[src/rtl/sdram_init_pkg.sv]
package sdram_init_pkg;

    // Command pin group, ordered chip-select, row, column, write.
    typedef struct packed {
        logic cs_n;
        logic ras_n;
        logic cas_n;
        logic we_n;
    } cmd_t;

    localparam cmd_t CMD_NOP     = '{cs_n: 1'b0, ras_n: 1'b1, cas_n: 1'b1, we_n: 1'b1};
    localparam cmd_t CMD_PRE_ALL = '{cs_n: 1'b0, ras_n: 1'b0, cas_n: 1'b1, we_n: 1'b0};
    localparam cmd_t CMD_REFRESH = '{cs_n: 1'b0, ras_n: 1'b0, cas_n: 1'b0, we_n: 1'b1};
    localparam cmd_t CMD_MODE    = '{cs_n: 1'b0, ras_n: 1'b0, cas_n: 1'b0, we_n: 1'b0};

    // Which command fires when the wait timer next expires.
    typedef enum logic [1:0] {
        PH_PRE   = 2'd0,
        PH_REF   = 2'd1,
        PH_MODE  = 2'd2,
        PH_READY = 2'd3
    } phase_t;

    // Round a nanosecond figure up to whole clock periods, at least one.
    function automatic int unsigned ns_to_cycles(input int unsigned ns,
                                                 input int unsigned period_ps);
        int unsigned c;
        c = (ns * 1000 + period_ps - 1) / period_ps;
        return (c == 0) ? 1 : c;
    endfunction

    function automatic int unsigned max3(input int unsigned a,
                                         input int unsigned b,
                                         input int unsigned c);
        int unsigned m;
        m = (a > b) ? a : b;
        return (m > c) ? m : c;
    endfunction

endpackage

[src/rtl/sit_countdown.sv]
module sit_countdown #(
    parameter int unsigned WIDTH     = 16,
    parameter int unsigned RESET_VAL = 100
) (
    input  logic             clk,
    input  logic             rst,
    input  logic             load,
    input  logic [WIDTH-1:0] load_val,
    output logic             zero
);

    logic [WIDTH-1:0] value_q;

    always_ff @(posedge clk) begin
        if (rst) begin
            value_q <= WIDTH'(RESET_VAL);
        end else if (load) begin
            value_q <= load_val;
        end else if (value_q != '0) begin
            value_q <= value_q - WIDTH'(1);
        end
    end

    assign zero = (value_q == '0);

    // after reset the counter starts loaded, so it cannot report expiry at once.
    a_r2_no_early_expiry: assert property (@(posedge clk) disable iff (rst)
        ($past(rst) && RESET_VAL > 1) |-> !zero);

endmodule

[src/rtl/sit_step_fsm.sv]
module sit_step_fsm
    import sdram_init_pkg::*;
#(
    parameter int unsigned ADDR_W      = 12,
    parameter int unsigned AP_BIT      = 10,
    parameter int unsigned TIMER_W     = 16,
    parameter int unsigned NUM_REFRESH = 8,
    parameter int unsigned TRP_CYC     = 2,
    parameter int unsigned TRC_CYC     = 7,
    parameter int unsigned TRSC_CYC    = 2
) (
    input  logic              clk,
    input  logic              rst,
    input  logic              timer_zero,
    input  logic [ADDR_W-1:0] mode_word,
    output logic              timer_load,
    output logic [TIMER_W-1:0] timer_val,
    output cmd_t              cmd,
    output logic [ADDR_W-1:0] addr,
    output logic              done
);

    localparam int unsigned REF_W = (NUM_REFRESH > 1) ? $clog2(NUM_REFRESH) : 1;
    localparam logic [REF_W-1:0] REF_LAST = REF_W'(NUM_REFRESH - 1);

    phase_t           phase_q, phase_d;
    logic [REF_W-1:0] ref_cnt_q, ref_cnt_d;
    logic             fire;

    assign fire = timer_zero && (phase_q != PH_READY);

    always_comb begin
        phase_d    = phase_q;
        ref_cnt_d  = ref_cnt_q;
        timer_load = 1'b0;
        timer_val  = '0;
        cmd        = CMD_NOP;
        addr       = '0;
        if (fire) begin
            timer_load = 1'b1;
            unique case (phase_q)
                PH_PRE: begin
                    cmd          = CMD_PRE_ALL;
                    addr[AP_BIT] = 1'b1;
                    timer_val    = TIMER_W'(TRP_CYC - 1);
                    phase_d      = PH_REF;
                end
                PH_REF: begin
                    cmd       = CMD_REFRESH;
                    timer_val = TIMER_W'(TRC_CYC - 1);
                    if (ref_cnt_q == REF_LAST) begin
                        ref_cnt_d = '0;
                        phase_d   = PH_MODE;
                    end else begin
                        ref_cnt_d = ref_cnt_q + REF_W'(1);
                    end
                end
                PH_MODE: begin
                    cmd       = CMD_MODE;
                    addr      = mode_word;
                    timer_val = TIMER_W'(TRSC_CYC - 1);
                    phase_d   = PH_READY;
                end
                default: begin
                    timer_load = 1'b0;
                end
            endcase
        end
    end

    assign done = (phase_q == PH_READY) && timer_zero;

    always_ff @(posedge clk) begin
        if (rst) begin
            phase_q   <= PH_PRE;
            ref_cnt_q <= '0;
        end else begin
            phase_q   <= phase_d;
            ref_cnt_q <= ref_cnt_d;
        end
    end

    // the mode write is only reached after the final refresh of the train.
    a_r6_mode_after_train: assert property (@(posedge clk) disable iff (rst)
        (phase_q == PH_MODE) |-> (ref_cnt_q == '0 && $past(phase_q) != PH_PRE));

    // once ready, the sequencer never issues another command.
    a_r7_ready_is_final: assert property (@(posedge clk) disable iff (rst)
        (phase_q == PH_READY) |=> (phase_q == PH_READY));

endmodule

[src/rtl/sit_pin_reg.sv]
module sit_pin_reg
    import sdram_init_pkg::*;
#(
    parameter int unsigned ADDR_W = 12,
    parameter int unsigned BANK_W = 2,
    parameter int unsigned DQM_W  = 2
) (
    input  logic              clk,
    input  logic              rst,
    input  cmd_t              cmd_in,
    input  logic [ADDR_W-1:0] addr_in,
    input  logic              done_in,
    output cmd_t              cmd_q,
    output logic [ADDR_W-1:0] addr_q,
    output logic [BANK_W-1:0] ba_q,
    output logic              cke_q,
    output logic [DQM_W-1:0]  dqm_q,
    output logic              done_q
);

    always_ff @(posedge clk) begin
        if (rst) begin
            cmd_q  <= CMD_NOP;
            addr_q <= '0;
            done_q <= 1'b0;
        end else begin
            cmd_q  <= cmd_in;
            addr_q <= addr_in;
            done_q <= done_in;
        end
        // Bank is zero for every command of this sequence; clock enable and masks stay high.
        ba_q  <= '0;
        cke_q <= 1'b1;
        dqm_q <= '1;
    end

endmodule

[src/rtl/sdram_init_seq.sv]
module sdram_init_seq
    import sdram_init_pkg::*;
#(
    parameter int unsigned CLK_PERIOD_PS = 10000,
    parameter int unsigned PAUSE_NS      = 200000,
    parameter int unsigned TRP_NS        = 20,
    parameter int unsigned TRC_NS        = 65,
    parameter int unsigned TRSC_CYC      = 2,
    parameter int unsigned NUM_REFRESH   = 8,
    parameter int unsigned ADDR_W        = 12,
    parameter int unsigned BANK_W        = 2,
    parameter int unsigned DQM_W         = 2,
    parameter int unsigned AP_BIT        = 10
) (
    input  logic              clk,
    input  logic              rst,
    input  logic [ADDR_W-1:0] mode_word,
    output logic              sd_cke,
    output logic              sd_cs_n,
    output logic              sd_ras_n,
    output logic              sd_cas_n,
    output logic              sd_we_n,
    output logic [BANK_W-1:0] sd_ba,
    output logic [ADDR_W-1:0] sd_addr,
    output logic [DQM_W-1:0]  sd_dqm,
    output logic              init_done
);

    localparam int unsigned PAUSE_CYC = ns_to_cycles(PAUSE_NS, CLK_PERIOD_PS);
    localparam int unsigned TRP_CYC   = ns_to_cycles(TRP_NS, CLK_PERIOD_PS);
    localparam int unsigned TRC_CYC   = ns_to_cycles(TRC_NS, CLK_PERIOD_PS);
    localparam int unsigned MAX_CYC   = max3(PAUSE_CYC, max3(TRP_CYC, TRC_CYC, TRSC_CYC), 1);
    localparam int unsigned TIMER_W   = $clog2(MAX_CYC + 1);
    localparam int unsigned GAP_MAX   = max3(TRP_CYC, TRC_CYC, TRSC_CYC);
    localparam int unsigned SEEN_W    = $clog2(NUM_REFRESH + 1) + 1;

    logic               timer_load;
    logic [TIMER_W-1:0] timer_val;
    logic               timer_zero;
    cmd_t               next_cmd;
    logic [ADDR_W-1:0]  next_addr;
    logic               next_done;
    cmd_t               pin_cmd;

    sit_countdown #(
        .WIDTH     (TIMER_W),
        .RESET_VAL (PAUSE_CYC)
    ) i_timer (
        .clk      (clk),
        .rst      (rst),
        .load     (timer_load),
        .load_val (timer_val),
        .zero     (timer_zero)
    );

    sit_step_fsm #(
        .ADDR_W      (ADDR_W),
        .AP_BIT      (AP_BIT),
        .TIMER_W     (TIMER_W),
        .NUM_REFRESH (NUM_REFRESH),
        .TRP_CYC     (TRP_CYC),
        .TRC_CYC     (TRC_CYC),
        .TRSC_CYC    (TRSC_CYC)
    ) i_fsm (
        .clk        (clk),
        .rst        (rst),
        .timer_zero (timer_zero),
        .mode_word  (mode_word),
        .timer_load (timer_load),
        .timer_val  (timer_val),
        .cmd        (next_cmd),
        .addr       (next_addr),
        .done       (next_done)
    );

    sit_pin_reg #(
        .ADDR_W (ADDR_W),
        .BANK_W (BANK_W),
        .DQM_W  (DQM_W)
    ) i_pins (
        .clk     (clk),
        .rst     (rst),
        .cmd_in  (next_cmd),
        .addr_in (next_addr),
        .done_in (next_done),
        .cmd_q   (pin_cmd),
        .addr_q  (sd_addr),
        .ba_q    (sd_ba),
        .cke_q   (sd_cke),
        .dqm_q   (sd_dqm),
        .done_q  (init_done)
    );

    assign sd_cs_n  = pin_cmd.cs_n;
    assign sd_ras_n = pin_cmd.ras_n;
    assign sd_cas_n = pin_cmd.cas_n;
    assign sd_we_n  = pin_cmd.we_n;

    // Pin-level observers for the ordering and gap properties below.
    logic               pin_is_nop, pin_is_pre, pin_is_ref, pin_is_mode;
    logic [TIMER_W-1:0] since_cmd_q;
    logic               last_pre_q;
    logic [SEEN_W-1:0]  ref_seen_q;

    assign pin_is_nop  = (pin_cmd == CMD_NOP);
    assign pin_is_pre  = (pin_cmd == CMD_PRE_ALL);
    assign pin_is_ref  = (pin_cmd == CMD_REFRESH);
    assign pin_is_mode = (pin_cmd == CMD_MODE);

    always_ff @(posedge clk) begin
        if (rst) begin
            since_cmd_q <= '0;
            last_pre_q  <= 1'b0;
            ref_seen_q  <= '0;
        end else begin
            if (!pin_is_nop) begin
                since_cmd_q <= TIMER_W'(1);
                last_pre_q  <= pin_is_pre;
            end else if (since_cmd_q < TIMER_W'(GAP_MAX)) begin
                since_cmd_q <= since_cmd_q + TIMER_W'(1);
            end
            if (pin_is_ref) begin
                ref_seen_q <= ref_seen_q + SEEN_W'(1);
            end
        end
    end

    // the precharge is the first command and closes all banks.
    a_r3_precharge_all: assert property (@(posedge clk) disable iff (rst)
        pin_is_pre |-> (sd_addr[AP_BIT] && ref_seen_q == '0 && !init_done));

    // each refresh honours the gap after the previous command.
    a_r5_refresh_gap: assert property (@(posedge clk) disable iff (rst)
        pin_is_ref |-> (since_cmd_q >= (last_pre_q ? TIMER_W'(TRP_CYC) : TIMER_W'(TRC_CYC))));

    // the mode write sees the full refresh train behind it.
    a_r6_mode_after_refreshes: assert property (@(posedge clk) disable iff (rst)
        pin_is_mode |-> (ref_seen_q == SEEN_W'(NUM_REFRESH) && since_cmd_q >= TIMER_W'(TRC_CYC)));

    // completion is sticky and quiet.
    a_r7_done_sticky: assert property (@(posedge clk) disable iff (rst)
        init_done |=> init_done);

    a_r7_quiet_when_done: assert property (@(posedge clk) disable iff (rst)
        init_done |-> (pin_is_nop && since_cmd_q >= TIMER_W'(TRSC_CYC)));

endmodule

[config.mk]
export PLATFORM = sky130hd
export DESIGN_NAME = sdram_init_seq
export DESIGN_NICKNAME = d
export VERILOG_FILES = /design/src/rtl/sdram_init_pkg.sv /design/src/rtl/sit_countdown.sv /design/src/rtl/sit_step_fsm.sv /design/src/rtl/sit_pin_reg.sv /design/src/rtl/sdram_init_seq.sv
export SDC_FILE = /design/constraint.sdc
export NUM_CORES = 1
export LEC_CHECK = 0
export ABC_AREA = 1
export ABC_CLOCK_PERIOD_IN_PS = 1880
export BUFFER_PORTS_ARGS = -buffer_cell sky130_fd_sc_hd__buf_2
export CAP_MARGIN = 20
export CORE_ASPECT_RATIO = 0.5
export CORE_MARGIN = 10
export CORE_UTILIZATION = 50
export DETAILED_ROUTE_END_ITERATION = 7
export HOLD_SLACK_MARGIN = 0.05
export PLACE_DENSITY_LB_ADDON = 0.15
export SLEW_MARGIN = 20
export SYNTH_ARGS = -nofsm -noshare
export SYNTH_HDL_FRONTEND = slang
export SYNTH_SLANG_ARGS = --single-unit
[constraint.sdc]
create_clock -name clk -period 1.88 [get_ports clk]
set_input_delay 0.376 -clock clk [delete_from_list [all_inputs] [get_ports clk]]
set_output_delay 0.376 -clock clk [all_outputs]
set_load 0.02 [all_outputs]
==> flow_metrics.tcl <==
set metrics [dict create \
    status "finished clean" \
    maxCapViolations 0 \
    syn_area_um2 1886 \
    dp_hpwl_um 2911 \
    clock-root-buffer "clkbuf_8" \
    whs_endpoint "i_pins.addr_q[11]" \
    ios 36 \
    cp-end-kind "flip-flop" \
    dieWidth_um 106.8 \
    numPlacedInstances 322 \
    max_stage_delay_ps 330 \
    fmax_mhz 609.8 \
    start_util_pct 53.44 \
    yosys.area_share.xor_xnor_pct 0.9290 \
    syn_area_per_cell_um2 7.665 \
    synth_top_family_by_area "simple AND/OR/NAND/NOR gates" \
    synth_simple_gate_area_share_pct 41.21 \
    grt_pass1_vias 1450 \
    tritoncts "yes" \
    wl_per_cell_um 11.29 \
    drt_pass1_iterations 4 \
    grt_max_degree 14 \
    overflow 0 \
    insertion_delay_ps 290 \
    antenna_left 0 \
    drtIter0Drc 94 \
    drcViolationCount 0 \
    ys_seq_elements 36 \
    ff_latch_area_um2 720.7 \
    final_cell_mix "nand2_1, dfxtp_1, inv_1, nor2_1, buf_2" \
    pwr_density_cell_nw_per_um2 745.5 \
    skew_ps 2.007 \
    grt_pass1_wl_um 6327 \
    cp.required_ps 2100 \
    r2r_cells 8 \
    worst_setup_path_start_kind "flip-flop" \
    rsz0062_at_grt "false" \
    cts_sinks 36 \
    syn-instance-count 246 \
    nNetsFinal 301 \
    r2r_slack_ps 240 \
    n_antenna_cell 0 \
    yosysWarnings 0 \
    holdWs_ps 295.0 \
    num_rows 15 \
    hold_path_depth 3 \
    min_from "mode_word[11]" \
    p_total_w 0.001588 \
    ys_seq_area_share_pct 38.22 \
    vias 1515 \
    synth.area.mux_share_pct 0 \
    dieArea_um2 6777 \
    die_h_um 63.43 \
    r2r_start "i_timer.value_q[0]" \
    arrival_ps 1860 \
    synth_fa_ha_area_share_pct 5.972 \
    synth-compound-area-share_pct 1.593 \
    timing.critical_path.buf_inv 1 \
    final_common_cell "nand2_1" \
    setup_viol 0 \
    period_share_pct 87.22 \
    ir_drop_v 0.0005003 \
    nFillCells 335 \
    finalNonFillerCells 330 \
    h-tree-depth 2 \
    vias_per_cell 4.591 \
    drt_wl_total_um 3727 \
    critical_path_peak_fanout 11 \
    cp_top_family "simple AND/OR/NAND/NOR gates" \
    core_um2 3528 \
    drive_above_1_share_pct 22.58 \
    clk_transition_reported_paths_ps 70 \
    cp_cell_sequence "inv_1 -> ha_1 -> nand3_1 -> nor2_4 -> nand3_4 -> nor2_8 -> nand2_4 -> nor2_1" \
    fin_crit_ps 1640 \
    cts_buffers 5 \
    setup_tns_ps 0 \
    cts_max_path_buffers 2 \
    port_buffers 29 \
    r2r-end "i_pins.addr_q[11]" \
    gp_congestion 0.8367 \
    synth_cell_types 28 \
    antenna_found_initial 0 \
    final_core_util_pct 60.35 \
    grt_usage_pct 11.32 \
    min_path_type "in -> reg" \
    cts_setup_buffers 0 \
    hold_buffers 0 \
    finalMaxSlewViolations 0 \
    critical-path-slowest-cell "dfxtp_1" \
    p_leak_nw 1.094 \
    hold_violations 0 \
    critPathKind "reg -> reg" \
    syn_to_final_growth_pct 12.94 \
    multi_input_area_um2 962.2 \
]
worst max path at each step:
stage	start	end	slack, ps	cells after the start
detailed placement	i_timer.value_q[0]	i_timer.value_q[1]	190	9
floorplan	i_timer.value_q[0]	i_pins.cmd_q[0]	450	8
global route	i_timer.value_q[0]	i_pins.addr_q[11]	110	8
CTS	i_timer.value_q[0]	i_timer.value_q[1]	180	9
finish	i_timer.value_q[0]	i_pins.addr_q[11]	240	8
global placement	i_timer.value_q[0]	i_timer.value_q[10]	290	9
report_power, final:
part,switching [W],total (W),internal [W]
registers,0.0000326,0.000824,0.000791
logic,0.000139,0.000220,0.0000807
clock network,0.000286,0.000544,0.000258
total,0.000457,0.00159,0.00113
final cells by class:
cell class / instances / share of cell area [%]
Inverter: 36 / 6.346
Multi-Input combinational cell: 168 / 45.18
Tap cell: 51 / 2.996
Sequential cell: 36 / 33.84
Timing Repair Buffer: 31 / 7.521
Clock buffer: 5 / 3.231
Clock inverter: 3 / 0.8813
flip-flops by register name, indices dropped and copies added (netlist names):
signal / count
i_fsm.phase_q: 2
i_fsm.ref_cnt_q: 3
i_pins.addr_q: 12
i_pins.cmd_q: 3
i_pins.done_q: 1
i_timer.value_q: 15
per-layer routing:
layer	GRT usage (%)	share of wire (%)
met3	6.897	11
met4	3.020	0.78
met1	13.06	45
met2	17.23	43
met5	0	0
synthesized netlist by cell type, drive strengths merged:
cell type / instances / area [um2]
buf: 9 / 81.32
inv: 36 / 135.1
nor4: 1 / 6.260
o21ai: 1 / 5.000
or2: 3 / 18.77
nand4: 12 / 75.07
dfxtp: 36 / 720.7
xor2: 2 / 17.52
conb: 2 / 7.510
clkbuf: 1 / 3.750
a21oi: 5 / 25.02
nor2: 50 / 315.3
nand3: 18 / 102.6
nand3b: 3 / 22.52
ha: 9 / 112.6
nand2: 57 / 231.5
nor3: 1 / 5.000
kinds of logic (layout without fill, tap and decap cells):
logic type	Yosys count	count (layout)
AO/OA/AOI/OAI	6	6
AND/OR/NAND/NOR	145	145
adder cells (fa/ha/maj)	9	9
buffers and inverters	46	75
other	2	6
XOR/XNOR	2	2
flip-flops	36	36
worst register-to-register path, cell delays in order, from the launching register on:
cell,delay (ps)
dfxtp_1,330
inv_1,120
ha_1,200
nand3_1,130
nor2_4,210
nand3_4,120
nor2_8,150
nand2_4,190
nor2_1,130
through the flow:
| stage | area [um2] | setup slack, ps |
|---|---|---|
| 4_1_cts | 2127 | 177.3 |
| 5_1_grt | 2130 | 112.6 |
| 3_3_place_gp | 2039 | 291.7 |
| 6_report | 2130 | 240.2 |
| 2_1_floorplan | 1901 | 445.1 |
| 3_5_place_dp | 2039 | 193.6 |
what timing repair did:
action	CTS	global route
endpoints found under the hold margin	0	0
endpoints found under the setup margin	0	1
resized for setup	0	1
Note: power is estimated with default switching activity, not from simulation.
